## src/rtl/rf_pkg.sv

```systemverilog
package rf_pkg;
    parameter int unsigned RF_DEPTH_DEF = 32;
    parameter int unsigned RF_WIDTH_DEF = 32;
    localparam int unsigned RF_SEL_W_DEF = $clog2(RF_DEPTH_DEF);
endpackage

```

## src/rtl/rf_wr_decode.sv

```systemverilog
module rf_wr_decode #(
    parameter int unsigned DEPTH = rf_pkg::RF_DEPTH_DEF,
    localparam int unsigned SEL_W = $clog2(DEPTH)
) (
    input  logic             a_en,
    input  logic [SEL_W-1:0] a_sel,
    input  logic             b_en,
    input  logic [SEL_W-1:0] b_sel,
    output logic [DEPTH-1:0] load,
    output logic [DEPTH-1:0] take_a
);
    // entry zero never loads
    assign load[0]   = 1'b0;
    assign take_a[0] = 1'b0;

    for (genvar i = 1; i < DEPTH; i++) begin : g_hit
        logic hit_a;
        logic hit_b;
        assign hit_a     = a_en && (a_sel == SEL_W'(i));
        assign hit_b     = b_en && (b_sel == SEL_W'(i));
        assign load[i]   = hit_a | hit_b;
        assign take_a[i] = hit_a;   // port A has priority on a shared target
    end
endmodule

```

## src/rtl/rf_store.sv

```systemverilog
module rf_store #(
    parameter int unsigned DEPTH = rf_pkg::RF_DEPTH_DEF,
    parameter int unsigned WIDTH = rf_pkg::RF_WIDTH_DEF
) (
    input  logic                        clk,
    input  logic                        rst_n,
    input  logic [DEPTH-1:0]            load,
    input  logic [DEPTH-1:0]            take_a,
    input  logic [WIDTH-1:0]            a_data,
    input  logic [WIDTH-1:0]            b_data,
    output logic [DEPTH-1:0][WIDTH-1:0] contents
);
    typedef struct packed {
        logic [DEPTH-1:0][WIDTH-1:0] regs;
    } state_t;

    state_t st_d;
    state_t st_q;

    always_comb begin
        st_d = st_q;
        for (int i = 1; i < int'(DEPTH); i++) begin
            if (load[i]) begin
                st_d.regs[i] = take_a[i] ? a_data : b_data;
            end
        end
        st_d.regs[0] = '0;
    end

    always_ff @(posedge clk or negedge rst_n) begin
        if (!rst_n) begin
            st_q <= '0;
        end else begin
            st_q <= st_d;
        end
    end

    assign contents = st_q.regs;
endmodule

```

## src/rtl/rf_rd_port.sv

```systemverilog
module rf_rd_port #(
    parameter int unsigned DEPTH = rf_pkg::RF_DEPTH_DEF,
    parameter int unsigned WIDTH = rf_pkg::RF_WIDTH_DEF,
    localparam int unsigned SEL_W = $clog2(DEPTH)
) (
    input  logic [DEPTH-1:0][WIDTH-1:0] contents,
    input  logic [SEL_W-1:0]            sel,
    output logic [WIDTH-1:0]            data
);
    always_comb begin
        if (sel == '0) begin
            data = '0;
        end else begin
            data = contents[sel];
        end
    end
endmodule

```

## src/rtl/dual_wport_regfile.sv

```systemverilog
module dual_wport_regfile #(
    parameter int unsigned DEPTH = rf_pkg::RF_DEPTH_DEF,
    parameter int unsigned WIDTH = rf_pkg::RF_WIDTH_DEF,
    localparam int unsigned SEL_W = $clog2(DEPTH)
) (
    input  logic             clk,
    input  logic             rst_n,
    input  logic             wr_a_en,
    input  logic [SEL_W-1:0] wr_a_sel,
    input  logic [WIDTH-1:0] wr_a_data,
    input  logic             wr_b_en,
    input  logic [SEL_W-1:0] wr_b_sel,
    input  logic [WIDTH-1:0] wr_b_data,
    input  logic [SEL_W-1:0] rd_a_sel,
    output logic [WIDTH-1:0] rd_a_data,
    input  logic [SEL_W-1:0] rd_b_sel,
    output logic [WIDTH-1:0] rd_b_data
);
    localparam int unsigned N_RD = 2;

    logic [DEPTH-1:0]            load;
    logic [DEPTH-1:0]            take_a;
    logic [DEPTH-1:0][WIDTH-1:0] contents;
    logic [N_RD-1:0][SEL_W-1:0]  rd_sel_v;
    logic [N_RD-1:0][WIDTH-1:0]  rd_data_v;

    rf_wr_decode #(.DEPTH(DEPTH)) u_dec (
        .a_en   (wr_a_en),
        .a_sel  (wr_a_sel),
        .b_en   (wr_b_en),
        .b_sel  (wr_b_sel),
        .load   (load),
        .take_a (take_a)
    );

    rf_store #(.DEPTH(DEPTH), .WIDTH(WIDTH)) u_store (
        .clk      (clk),
        .rst_n    (rst_n),
        .load     (load),
        .take_a   (take_a),
        .a_data   (wr_a_data),
        .b_data   (wr_b_data),
        .contents (contents)
    );

    assign rd_sel_v[0] = rd_a_sel;
    assign rd_sel_v[1] = rd_b_sel;

    for (genvar g = 0; g < N_RD; g++) begin : g_rd
        rf_rd_port #(.DEPTH(DEPTH), .WIDTH(WIDTH)) u_rd (
            .contents (contents),
            .sel      (rd_sel_v[g]),
            .data     (rd_data_v[g])
        );
    end

    assign rd_a_data = rd_data_v[0];
    assign rd_b_data = rd_data_v[1];
endmodule

```

## config.mk

```make
export PLATFORM = sky130hd
export DESIGN_NAME = dual_wport_regfile
export DESIGN_NICKNAME = d
export VERILOG_FILES = /design/src/rtl/rf_pkg.sv /design/src/rtl/rf_wr_decode.sv /design/src/rtl/rf_store.sv /design/src/rtl/rf_rd_port.sv /design/src/rtl/dual_wport_regfile.sv
export SDC_FILE = /design/constraint.sdc
export NUM_CORES = 2
export LEC_CHECK = 0
export BUFFER_PORTS_ARGS = -buffer_cell sky130_fd_sc_hd__buf_4
export CELL_PAD_IN_SITES_DETAIL_PLACEMENT = 1
export CELL_PAD_IN_SITES_GLOBAL_PLACEMENT = 1
export CORE_ASPECT_RATIO = 0.7
export CORE_MARGIN = 5
export CORE_UTILIZATION = 55
export CTS_CLUSTER_SIZE = 24
export DETAILED_ROUTE_END_ITERATION = 12
export GPL_ROUTABILITY_DRIVEN = 1
export PLACE_DENSITY_LB_ADDON = 0.1
export REMOVE_ABC_BUFFERS = 1
export SLEW_MARGIN = 20
export SYNTH_ARGS = -nofsm -noshare
export SYNTH_HDL_FRONTEND = slang
export SYNTH_SLANG_ARGS = --single-unit
```

## constraint.sdc

```tcl
create_clock -name clk -period 9.88 [get_ports clk]
set_clock_uncertainty 0.2 [all_clocks]
set_input_delay 1.976 -clock clk [delete_from_list [all_inputs] [get_ports clk]]
set_output_delay 1.976 -clock clk [all_outputs]
set_load 0.03 [all_outputs]
```

* Word-level counts from Yosys, hierarchy flattened
Index checks and enable logic that the tools add are counted.
** Word-level totals
- Register bits :: 992
- Bits of input ports :: 88
- Output and inout bits :: 64
** Cells by class
- Magnitude comparators :: 2
- Equality and inequality tests :: 62
- Muxes and demuxes :: 37
- Bitwise logic cells :: 31
- Reductions and logical operators :: 64
** Operators with widths (number)
- 2-to-1 mux 32 bit :: 35
- binary-select mux 32 bit (select 5 bit) :: 2
- == test 5 bit (second input constant) :: 32
- == test 5 x 4 -> 1 bit (second input constant) :: 16
- logical AND 1 bit :: 62
- == test 5 x 3 -> 1 bit (second input constant) :: 8
- bitwise OR 1 bit :: 31
- == test 5 x 2 -> 1 bit (second input constant) :: 4
- less-than comparator 5 x 6 -> 1 bit (second input constant) :: 2
- == test 5 x 1 -> 1 bit (second input constant) :: 2
- logical NOT 5 bit :: 2

* Longest topological paths before layout
- Word-level depth :: 3
- Depth in mapped cells :: 10

* Hierarchy
A second synthesis with hierarchy kept.
** Second synthesis, totals
- Cells, all modules :: 6001
- Area, all modules :: 65977.0 µm²
** Modules (own cells, without submodules)
- rf_store :: times used 1, cells each 4534, area an instance 48392.7 µm², seq. area each 24823.8 µm²
- rf_rd_port :: times used 2, cells each 664, area an instance 8368.0 µm², seq. area each 0.0 µm²
- rf_wr_decode :: times used 1, cells each 139, area an instance 848.3 µm², seq. area each 0.0 µm²

* Worst setup path after synthesis
Ideal clock, no wire load.
- Path kind :: in2out
- From :: in rd_b_sel[1]
- To :: out rd_b_data[1]
- Arrival time :: 3.852 ns
- Path slack :: 3.852 ns
- Cell stages on the path :: 5
- Buffers on the path :: 2
- Cell sequence :: buf_2 -> buf_1 -> mux4_2 -> mux4_2 -> mux2_2
** On the way
- Cells in the longest elaborated chain, start to end :: 3
- Elaborated cells on any way between the ends :: 4
- Classes of those cells :: 3 x mux; 1 x reduce/logical
** Ends and longest elaborated chain
- from (decl) :: line dual_wport_regfile.sv:16 : input logic [SEL_W-1:0] rd_b_sel,
- binary-select mux 32 bit (select 5 bit) :: line rf_rd_port.sv:14 : data = contents[sel];
- 2-to-1 mux 32 bit (implied by the code) :: line rf_rd_port.sv:14
- 2-to-1 mux 32 bit (*) :: line rf_rd_port.sv:11 : if (sel == '0) begin
- to (decl) :: line dual_wport_regfile.sv:17 : output logic [WIDTH-1:0] rd_b_data
Every way passes the cells marked *; elsewhere a longest branch is shown, timed or not. The select of a mux whose other input is x is not followed.

* Worst setup path after layout
- From :: in rd_a_sel[1]
- To :: out rd_a_data[7]
** On the way
- Cells in the longest elaborated chain, start to end :: 3
- Elaborated cells on any way between the ends :: 4
- Classes of those cells :: 3 x mux; 1 x reduce/logical
** Ends and longest elaborated chain
- from (decl) :: line dual_wport_regfile.sv:14 : input logic [SEL_W-1:0] rd_a_sel,
- binary-select mux 32 bit (select 5 bit) :: line rf_rd_port.sv:14
- 2-to-1 mux 32 bit (implied by the code) :: line rf_rd_port.sv:14
- 2-to-1 mux 32 bit (*) :: line rf_rd_port.sv:11
- to (decl) :: line dual_wport_regfile.sv:15 : output logic [WIDTH-1:0] rd_a_data,
Marks and branches as above.

==> out/qor.yml <==
synth:
  ys_warn_count: 0
  yosysTopAreaCell: "dfrtp_1"
  synth-edff-count: 0
  yosysMostFrequentCell: "mux2i_1"
  synthTopCellsByArea: "dfrtp_1 40%, mux2i_1 18%, mux4_2 16%, o21ai_0 4.2%, a21oi_1 4.1%"
  syn_area_per_cell_um2: 10.6
  async_reset_ff_share_pct: 100
  syn_inst: 5839
  synth_flop_cell: "dfrtp_1"
  ys_seq_elements: 992
  synth_area_mm2: 0.0618
  yosys-top-cells-count: "1111 x mux2i_1, 992 x dfrtp_1, 570 x nor2_1, 547 x nand2_1, 522 x o21ai_0"
  synth_top_area_share_pct: 40.2
  ys_types: 47
  yosysSeqAreaShare_pct: 40.2
route:
  dr.pass1.iters: 5
  post-route-drc-count: 0
  finalWirelength_um: 261000
  via_per_inst: 7.40
  num_vias: 52200
  wire_per_inst_um: 37.1
  ant_nets: 0
  drt_iter0_markers: 5996
placed_design:
  io_buffers: 151
  dpl_worst_slack_ns: 2.88
  globalplace.congestion: 0.825
  hpwl_um: 136000
sta:
  timing.fmax_mhz: 140
  worst_pin_slew_ns: 1.29
  layout_min_cycle_time_ns: 7.13
  setup_viol: 0
  finalCritPeriodShare_pct: 72.1
  relSlewSlack_pct: 14.2
  setup_tns_ns: 0
  hold_viol: 0
  drv_slew: 0
  finalWorstSetupSlack_ns: 2.75
  grt_setup_unrepaired: "false"
critical_path:
  worstReg2RegEnd: "u_store.contents[410]"
  rr_worst_depth: 2
  reg2reg_setup_slack_ns: 8.77
  cp.arrival_ns: 4.95
  crit_fanout: 78
  r2r_start: "u_store.contents[410]"
  startpoint_type: "input port"
  required_ns: 7.70
  critPathCaptureType: "primary output"
  criticalPathCategory: "in2out"
clock_network:
  clkLatencyLatePin_ns: 0.71
  clockBufferDepth: 3
  cts_hold_buf: 0
  htree_levels: 3
  cts.sinks: 992
  post_cts_buffers: 0
  clk_pin_slew_ns: 0.06
  tritoncts: "done"
  numCtsBuffers: 104
  cts-root-buf: "clkbuf_16"
  cts-resized-gates: 0
layout:
  nNetsFinal: 5587
  final_util_pct: 60.5
  largest_register_ff_count: 992
  drive_gt1_share_pct: 18.6
  syn2layout_area_growth_pct: 8.62
global_route:
  grt_pass1_wl_um: 379000
  grt_overflow: 0
  grt_pass1_vias: 54500
  globalRouteTotalUtil_pct: 43.2
  antenna_found_initial: 10
  grt_max_degree: 154
power_and_ir_drop:
  p_leak_nw: 29.1
  peakVddDrop_v: 0.000171
  cellPowerDensity_mw_per_mm2: 211
min_path:
  hp-class: "reg2reg"
  min_from: "u_store.contents[599]"
  min_to: "u_store.contents[599]"
  hold_depth: 2
floorplan:
  die_area_mm2: 0.119
  die_w_um: 411
  pin_count: 152
  coreArea_mm2: 0.111
  start_util_pct: 55.7
  rows: 102
  die_h_um: 290
outcome:
  outcome: "completed"
flow_run:
  maxCapViolCount: 0
==> layout by cell type, fill, tap and decap left out, types with 5 or more instances in the layout <==
master	instances
mux2i_1	1111
dfrtp_1	992
nor2_1	546
nand2_1	522
o21ai_0	522
a21oi_1	512
mux4_2	447
buf_4	218
clkbuf_16	109
mux2_2	100
a22oi_1	69
o22ai_1	52
a211o_1	33
clkbuf_8	32
nor2b_1	25
nor2_4	23
clkbuf_1	23
nand3_1	21
nand2_4	21
a221oi_1	17
o32ai_1	17
o21a_1	17
clkinv_2	15
buf_12	15
o2bb2ai_1	10
bufinv_16	9
diode_2	8
nand2b_1	8
o21ai_1	8
nor2b_4	6
a31oi_1	6
nand2b_4	6
buf_8	6
and2_1	5
==> metal layers <==
layer | vias to the layer above | global-route usage [%] | wire length (um)
met4 | 6 | 25.3 | 18400
li1 | 20600 | - | -
met1 | 27100 | 57.1 | 98300
met5 | - | 0.160 | 53
met3 | 1059 | 13.3 | 31400
met2 | 3389 | 63.0 | 113000
==> logic make-up after synthesis <==
kind of cell / share of synthesized area (%)
compound gates: 11.3
mux: 36.1
flops: 40.2
simple gates: 7.88
buf+inv: 4.52
==> worst max-delay path, cell delays in order <==
cell and delay [ns]:
buf_6 0.30, buf_12 0.62, nand2b_4 1.01, o22ai_1 0.26
a211o_1 0.43, buf_4 0.21
==> through the flow <==
| stage | power, W | instance area (um2) | hold WS (ns) | cells |
|---|---|---|---|---|
| 2_1_floorplan | 0.00832 | 59000 | 0.331 | 5149 |
| 3_3_place_gp | 0.00951 | 63300 | 0.362 | 6844 |
| 3_5_place_dp | 0.00978 | 63400 | 0.379 | 6846 |
| 4_1_cts | 0.0141 | 67000 | 0.393 | 7039 |
| 5_1_grt | 0.0147 | 67100 | 0.428 | 7049 |
| 6_report | 0.0141 | 67100 | 0.398 | 7050 |
==> power breakdown <==
part,internal (W),total (W),switching (W)
combinational,0.00194,0.00374,0.00180
sequential,0.00515,0.00611,0.000965
clock,0.00249,0.00429,0.00181
==> worst max path at each step <==
stage	startpoint	end
2_1_floorplan	wr_b_en	u_store.contents[416]
3_3_place_gp	rd_a_sel[0]	rd_a_data[7]
3_5_place_dp	rd_a_sel[0]	rd_a_data[11]
4_1_cts	rd_a_sel[0]	rd_a_data[30]
5_1_grt	rd_a_sel[0]	rd_a_data[30]
6_report	rd_a_sel[1]	rd_a_data[7]
==> final cells by class <==
type                       count  area, um2
antenna                        8       20.0
clock buffer                 164       3250
clock inverter                29        385
fill                       11500      43900
inverter                       1       3.75
multi-input combinational   4156      34700
sequential                   992      24800
tap                         1456       1820
timing repair buffer         244       2100
No activity file was read; power rests on OpenSTA's default activity.
